## config.mk

```make
export PLATFORM = sky130hd
export DESIGN_NAME = swallow_divider
export DESIGN_NICKNAME = d
export VERILOG_FILES = /design/src/rtl/swallow_pkg.sv /design/src/rtl/swallow_datapath.sv /design/src/rtl/swallow_control.sv /design/src/rtl/swallow_divider.sv
export SDC_FILE = /design/constraint.sdc
export NUM_CORES = 1
export LEC_CHECK = 0
export BUFFER_PORTS_ARGS = -buffer_cell sky130_fd_sc_hd__buf_4
export CAP_MARGIN = 20
export CORE_AREA = 2 2 49 62
export DETAILED_ROUTE_END_ITERATION = 10
export DIE_AREA = 0 0 51 64
export PLACE_DENSITY = 0.73
export SYNTH_ARGS = -nofsm -noshare
export SYNTH_HDL_FRONTEND = slang
export SYNTH_SLANG_ARGS = --single-unit
```

## constraint.sdc

```tcl
create_clock -name pscClk -period 1.7 [get_ports pscClk]
set_input_delay 0 -clock pscClk [delete_from_list [all_inputs] [get_ports pscClk]]
set_output_delay 0 -clock pscClk [all_outputs]
set_load 0.01 [all_outputs]
```

## src/rtl/swallow_pkg.sv

```systemverilog
package swallow_pkg;
  // Strobes issued by the control to the counter datapath each edge
  typedef struct packed {
    logic load;   // reload both counters from the programming values
    logic decM;   // step the main counter
    logic decA;   // step the swallow counter
  } swallow_strobe_t;
endpackage

```

## src/rtl/swallow_datapath.sv

```systemverilog
module swallow_datapath
  import swallow_pkg::*;
#(
  parameter int M_W   = 10,
  parameter int A_W   = 7,
  parameter int M_MIN = 8
) (
  input  logic            clk,
  input  logic            rst,
  input  swallow_strobe_t strb,
  input  logic [M_W-1:0]  mVal,
  input  logic [A_W-1:0]  aVal,
  output logic            mTerm,
  output logic            aZero,
  output logic            aLast,
  output logic            aLoadZero,
  output logic            illegal
);
  localparam logic [M_W-1:0] M_ONE   = M_W'(1);
  localparam logic [A_W-1:0] A_ONE   = A_W'(1);
  localparam logic [M_W-1:0] M_FLOOR = M_W'(M_MIN);
  localparam int             CMP_W   = (M_W > A_W) ? M_W : A_W;

  logic [M_W-1:0] mCnt;
  logic [A_W-1:0] aCnt;
  logic           badSetting;

  // Setting check, widened so the comparison is lossless
  always_comb begin
    badSetting = (CMP_W'(mVal) <= CMP_W'(aVal)) || (mVal < M_FLOOR);
  end

  always_ff @(posedge clk) begin
    if (strb.load) begin
      mCnt    <= mVal;
      aCnt    <= aVal;
      illegal <= badSetting;
    end else begin
      if (strb.decM) mCnt <= mCnt - M_ONE;
      if (strb.decA) aCnt <= aCnt - A_ONE;
    end
  end

  assign mTerm     = (mCnt == M_ONE);
  assign aZero     = (aCnt == '0);
  assign aLast     = (aCnt == A_ONE);
  assign aLoadZero = (aVal == '0);

  AST_RELOAD_BOTH: assert property (@(posedge clk) disable iff (rst)
    strb.load |=> (mCnt == $past(mVal)) && (aCnt == $past(aVal)));

  AST_ILLEGAL_ONLY_AT_LOAD: assert property (@(posedge clk) disable iff (rst)
    !$stable(illegal) |-> $past(strb.load));

  AST_SWALLOW_NO_UNDERFLOW: assert property (@(posedge clk) disable iff (rst)
    (aZero && !strb.load) |=> aZero);
endmodule

```

## src/rtl/swallow_control.sv

```systemverilog
module swallow_control
  import swallow_pkg::*;
(
  input  logic            clk,
  input  logic            rst,
  input  logic            mTerm,
  input  logic            aLast,
  input  logic            aLoadZero,
  input  logic            illegal,
  output swallow_strobe_t strb,
  output logic            modCtl,
  output logic            fv
);
  logic reload;

  always_comb begin
    reload    = rst || mTerm;
    strb.load = reload;
    strb.decM = !reload;
    // swallow counter runs only while the line selects the larger modulus
    strb.decA = !reload && !modCtl;
  end

  always_ff @(posedge clk) begin
    if (reload)                 modCtl <= aLoadZero;
    else if (strb.decA && aLast) modCtl <= 1'b1;
  end

  always_ff @(posedge clk) begin
    if (rst) fv <= 1'b0;
    else     fv <= mTerm;
  end

  AST_MC_FALLS_ONLY_AT_RELOAD: assert property (@(posedge clk) disable iff (rst)
    $fell(modCtl) |-> $past(strb.load));

  AST_FV_SINGLE_CYCLE: assert property (@(posedge clk) disable iff (rst)
    (fv && !illegal) |=> !fv);

  AST_FV_AFTER_TERMINAL: assert property (@(posedge clk) disable iff (rst)
    $rose(fv) |-> $past(mTerm));
endmodule

```

## src/rtl/swallow_divider.sv

```systemverilog
module swallow_divider
  import swallow_pkg::*;
#(
  parameter int M_W   = 10,
  parameter int A_W   = 7,
  parameter int M_MIN = 8
) (
  input  logic           pscClk,
  input  logic           rst,
  input  logic [M_W-1:0] mVal,
  input  logic [A_W-1:0] aVal,
  output logic           modCtl,
  output logic           fv,
  output logic           illegal
);
  swallow_strobe_t strb;
  logic mTerm, aZero, aLast, aLoadZero;

  swallow_datapath #(.M_W(M_W), .A_W(A_W), .M_MIN(M_MIN)) u_dp (
    .clk(pscClk), .rst(rst), .strb(strb), .mVal(mVal), .aVal(aVal),
    .mTerm(mTerm), .aZero(aZero), .aLast(aLast), .aLoadZero(aLoadZero),
    .illegal(illegal)
  );

  swallow_control u_ctl (
    .clk(pscClk), .rst(rst), .mTerm(mTerm), .aLast(aLast),
    .aLoadZero(aLoadZero), .illegal(illegal), .strb(strb),
    .modCtl(modCtl), .fv(fv)
  );

  // The control's modulus flag and the datapath's swallow count must agree
  AST_MC_TRACKS_SWALLOW: assert property (@(posedge pscClk) disable iff (rst)
    modCtl == aZero);
endmodule

```

[Word level (Yosys, flattened, before mapping)]
Index checks and enable logic that the tools add are counted.
Cells by class
  $add $sub $neg: 2
  magnitude comparators: 2
  eq/ne operators: 2
  mux-type cells: 5
  reductions and logical operators: 9
Operator list (number)
  $mux W7: 2
  $eq A10 B1 Y1 const B: 1
  $le A10 B7 Y1: 1
  $lt A10 B4 Y1 const B: 1
  $mux W10: 1
  $sub A10 B1 Y10 const B: 1
  $eq A7 B1 Y1 const B: 1
  $logic_not A7 Y1: 1
  $sub A7 B1 Y7 const B: 1
  $reduce_bool A2 Y1: 2
  $logic_and A1 B1 Y1: 2
  $logic_not A1 Y1: 2
  $logic_or A1 B1 Y1: 2
  $mux W1: 2
Word-level totals
  register bits after elaboration: 20
  input port bits: 19
  output and inout port bits: 3
  logic and storage cells: 25

[Longest topological paths before layout]
  depth in word-level cells: 7
  depth in mapped cells: 8
  mapped depth without buffers: 7

[By module]
A second synthesis with hierarchy kept.
Unflattened totals
  cells, all modules: 141
  area, all modules: 1345.0 um2
Modules (own cells, without submodules)
  swallow_datapath: times used 1, cells each 131, area an instance 1248.7 um2, seq. area each 540.5 um2
  swallow_control: times used 1, cells each 10, area an instance 96.3 um2, seq. area each 50.0 um2

[Least setup slack after synthesis]
Ideal clock, no wire load.
  kind: register to register
  from: register u_dp.mCnt[1]
  to: register u_dp.aCnt[6], data pin
  setup time: 261 ps
  data arrival time: 1434 ps
  required time: 1439 ps
  path slack: 5 ps
  cell stages (with the launch flop): 9
  path buffers: 1
  period minus slack after synthesis: 1695 ps
  path through: dfxtp_1 inv_1 ha_1 nor3b_1 a31oi_2 inv_4 buf_6 nand2_1 o21ai_0
On the way
  cells in the longest elaborated chain, start to end: 3
RTL lines
  start, declared: RTL line swallow_datapath.sv:24  | logic [M_W-1:0] mCnt;
  start signal, assigned: RTL line swallow_datapath.sv:35  | mCnt <= mVal;
  start signal, assigned: RTL line swallow_datapath.sv:39  | if (strb.decM) mCnt <= mCnt - M_ONE;
  $eq A10 B1 Y1: RTL line swallow_datapath.sv:44  | assign mTerm = (mCnt == M_ONE);
  $logic_or A1 B1 Y1: RTL line swallow_control.sv:17  | reload = rst || mTerm;
  $mux W7: RTL line swallow_datapath.sv:34  | if (strb.load) begin
  end signal, assigned: RTL line swallow_datapath.sv:36  | aCnt <= aVal;
  end signal, assigned: RTL line swallow_datapath.sv:40  | if (strb.decA) aCnt <= aCnt - A_ONE;
  end, declared: RTL line swallow_datapath.sv:25  | logic [A_W-1:0] aCnt;
Every way passes these cells.
A chain may end at the register's enable or synchronous reset.

[Final worst setup path]
  from: register u_dp.mCnt[1]
  to: register u_dp.mCnt[5]
On the way
  cells in the longest elaborated chain, start to end: 3
  elaborated cells on any way between the ends: 4
  classes of those cells: add/sub: 1; eq/ne: 1; mux: 1; reduce/logical: 1
RTL lines (RTL line)
  parallel branches: the longest is 2 deep, another holds $sub A10 B1 Y10
  $mux W10 *: swallow_datapath.sv:34
Every way passes the cells marked *.

==> parameters.txt <==
Parameter                              Value

Run status
  Run status    finished with violations
  Violated checks    negative hold slack

Worst setup path
  Arrival time at the worst endpoint    1800 ps
  WS Path Type    reg -> reg
  Type of destination of the critical path    register
  Launching point of the worst reg2reg path    u_dp.mCnt[1]$_DFF_P_
  Ordered list of cells on the worst path    inv_1 > ha_2 > nor3b_4 > a31oi_4 > bufinv_8 > buf_4 > nand2_1 > o21ai_0
  Endpoint of the most critical register-to-register path    u_dp.mCnt[5]$_DFF_P_
  Crit path launch type    register
  Crit path required time    1900 ps
  Stage delay of the slowest cell on the critical path    340 ps
  Family of cells with the greatest summed delay on the critical path    buffers and inverters
  CP Max Fanout    8
  Logic depth of the worst register-to-register path    8
  CP max-delay cell    sky130_fd_sc_hd__dfxtp_2
  Crit path buf inv count    3
  FF-to-FF setup slack    100 ps

Route
  Via count    1132
  Vias per cell    5.22
  Post-route DRC    0
  Antenna Violating Nets Remaining    0
  Count of TritonRoute iterations in the first routing pass    4
  Initial detailed-routing violation count    19
  Post-detailed-route wirelength per cell    13.7 microns
  Total routed wirelength    2980 microns

Layout
  Post-layout util    63.9%
  Fillers    212
  Synth-to-layout area growth    36.5%
  Final layout net count    214
  Post-Layout Cell Count    217
  Number of antenna repair diodes    0
  Post-route standard cell area excluding fillers    1700 sq um
  Fraction of final layout cells sized beyond drive strength 1    25.7%

Clock network
  Clock buffers created by TritonCTS    3
  Number of buffers between clock root and the deepest sink    2
  Cell chosen for the clock root    sky130_fd_sc_hd__clkbuf_4
  CTS clk-pin slew, worst paths    110 ps
  Clock Latency Late Sink    310 ps
  H-tree level count    1
  Sink Count    20
  CTS tree    yes

Timing
  Highest attainable clock frequency    625 MHz
  Pins Over Slew Limit    0
  Minimum clock period after layout    1600 ps
  Sum Neg Setup Slack    0 ps
  Max-slew headroom    74.9%
  RSZ-0062 raised after global routing    no
  Setup violations, final    0
  Hold violation count in the final report    1
  Clock skew    6.35 ps
  Post-route worst hold slack    -9.76 ps
  Post-route fraction of the period consumed by the critical path    94.1%
  Worst-margin pin slew    373 ps

Global routing
  Routing usage on met1    22.4%
  Maximum number of pins on one net before global-route repair    12
  GRT Overall Usage    19.4%
  Met3 usage    2.34%
  Wire length of the first global-routing pass    4820 microns
  M2 GR Usage    35.6%
  Via count of the first global-routing pass    1142
  Global route total overflow    0
  Most Crowded Layer GR    met2
  Initial antenna violation count    0

Yosys
  Post-Syn Instances    138
  Leading cell type by number of instances after synthesis    sky130_fd_sc_hd__nand2_1
  Average cell area after synthesis    9.00 sq um
  Share of the yosys chip area belonging to registers    39.5%
  Synthesized cell area    1240 sq um
  #FFs+latches synth    20
  Net count of the mapped netlist    168
  Count of flip-flops with a built-in enable after synthesis    9
  Distinct cells, synth    31
  YS warnings    0
  Post-synth top cells    22 x sky130_fd_sc_hd__nand2_1, 13 x sky130_fd_sc_hd__inv_1, 13 x sky130_fd_sc_hd__nor2_1
  Proportion of netlist area held by the largest area contributor    21.8%
  Main synth FF type    sky130_fd_sc_hd__dfxtp_1
  Leading post-synthesis cells by cell area    sky130_fd_sc_hd__edfxtp_1 22%, sky130_fd_sc_hd__dfxtp_1 18%, sky130_fd_sc_hd__ha_1 11%
  Proportion of synthesized flip-flops having asynchronous set or reset    0%
  Cell taking the most area after synthesis    sky130_fd_sc_hd__edfxtp_1

Placed design
  Count of buffers from port buffering    21
  Cells after DPL    196
  Half-perimeter wire length after detailed placement    2160 microns
  Placed cell areas    1460 sq um
  Routability Congestion    0.767

Hold path
  Hold Crit Depth    3
  Worst hold path endpoint    u_dp.aCnt[6]$_DFFE_PP_
  Hold path startpoint    aVal[6]
  Hold Crit Class    in -> reg

Floorplanning
  Initial Utilization    46.8%
  Top-level I/O count    22
  Row count    21
  Area of the core region    2650 sq um
  Die Outline Area    3260 sq um
  Height of the die    64 microns
  Floorplan die width    51 microns

Power
  LEAKAGE    0.749 nW
  Power density over the cells    729 nW/um^2
  Peak supply drop    0.000608 V

Job
  # Max-Cap Violations    0
[kinds of logic after synthesis]
| group | share of synthesized area [%] |
|---|---|
| flops | 39.5 |
| simple gates | 21.8 |
| fa+ha+maj | 11.1 |
| compound gates | 14.4 |
| xor+xnor | 7.05 |
| buf+inv | 6.24 |
[through the flow]
| step | total power [mW] | hold WS (ps) | worst slack [ps] |
|---|---|---|---|
| 3_3_place_gp | 0.893 | 205 | 83.7 |
| 4_1_cts | 1.21 | 0.751 | 8.82 |
| 2_1_floorplan | 0.798 | 71.5 | 4.90 |
| 5_1_grt | 1.29 | 4.13 | 5.02 |
| 3_5_place_dp | 0.909 | 206 | 4.66 |
| 6_report | 1.24 | -9.76 | 100 |
[flip-flops by register name, indices dropped and copies added (netlist names)]
name	cells
u_ctl.fv	1
u_ctl.modCtl	1
u_dp.aCnt	7
u_dp.illegal	1
u_dp.mCnt	10
[report_power, final]
part	total [mW]	internal [mW]	switching (mW)
logic	0.321	0.168	0.153
registers	0.636	0.567	0.0690
clock network	0.279	0.131	0.148
[cell type report]
type	count	area [sq um]	share of cell area (%)
Timing Repair inverter	2	11.3	0.664
Tap cell	34	42.5	2.51
Timing Repair Buffer	41	340	20.1
Sequential cell	20	493	29.1
Multi-Input combinational cell	102	706	41.6
Clock buffer	4	36.3	2.14
Inverter	14	66.3	3.91
[worst register-to-register path: stages (launching register included)]
cell                       delay [ps]
sky130_fd_sc_hd__dfxtp_2          340
sky130_fd_sc_hd__inv_1             50
sky130_fd_sc_hd__ha_2             170
sky130_fd_sc_hd__nor3b_4          160
sky130_fd_sc_hd__a31oi_4          260
sky130_fd_sc_hd__bufinv_8         240
sky130_fd_sc_hd__buf_4            150
sky130_fd_sc_hd__nand2_1           60
sky130_fd_sc_hd__o21ai_0           70
[how the worst max path moves through the flow]
stage | start | to | slack (ps) | cells past startpoint
floorplan | u_dp.mCnt[1]$_DFF_P_ | u_dp.aCnt[6]$_DFFE_PP_ | 5 | 8
global route | u_dp.mCnt[1]$_DFF_P_ | u_dp.mCnt[5]$_DFF_P_ | 5 | 8
CTS | u_dp.mCnt[1]$_DFF_P_ | u_dp.mCnt[4]$_DFF_P_ | 9 | 7
detailed placement | u_dp.mCnt[1]$_DFF_P_ | u_dp.mCnt[4]$_DFF_P_ | 5 | 7
finish | u_dp.mCnt[1]$_DFF_P_ | u_dp.mCnt[5]$_DFF_P_ | 100 | 8
global placement | u_dp.mCnt[0]$_DFF_P_ | u_dp.aCnt[6]$_DFFE_PP_ | 80 | 4
[layout by cell type (no fill, tap or decap), drive strengths merged, types with 2 or more instances in the layout]
cell	n
xor2	5
o31ai	2
a31oi	4
a211oi	2
ha	11
dfxtp	11
a21o	2
nand2b	2
a21oi	2
inv	14
nor3	4
buf	28
or4	3
clkbuf	4
dlygate4sd3	13
nor2	13
nor4	4
xnor2	5
nand2	22
edfxtp	9
nand3	2
o21ai	14
[repair_timing]
item,CTS,global route
hold buffers,13,0
pin swaps,1,2
setup buffers,1,2
setup endpoints to repair,1,25
cloned,1,1
resized for setup,1,8
hold endpoints to repair,13,0
[layer usage]
layer | vias to the layer above | wire length [microns] | share of wire [%]
li1 | 573 | - | -
met4 | 0 | 65 | 2.2
met5 | - | 0 | 0
met1 | 530 | 1260 | 42
met3 | 9 | 61 | 2.0
met2 | 20 | 1600 | 53
No activity file was read; power rests on OpenSTA's default activity.
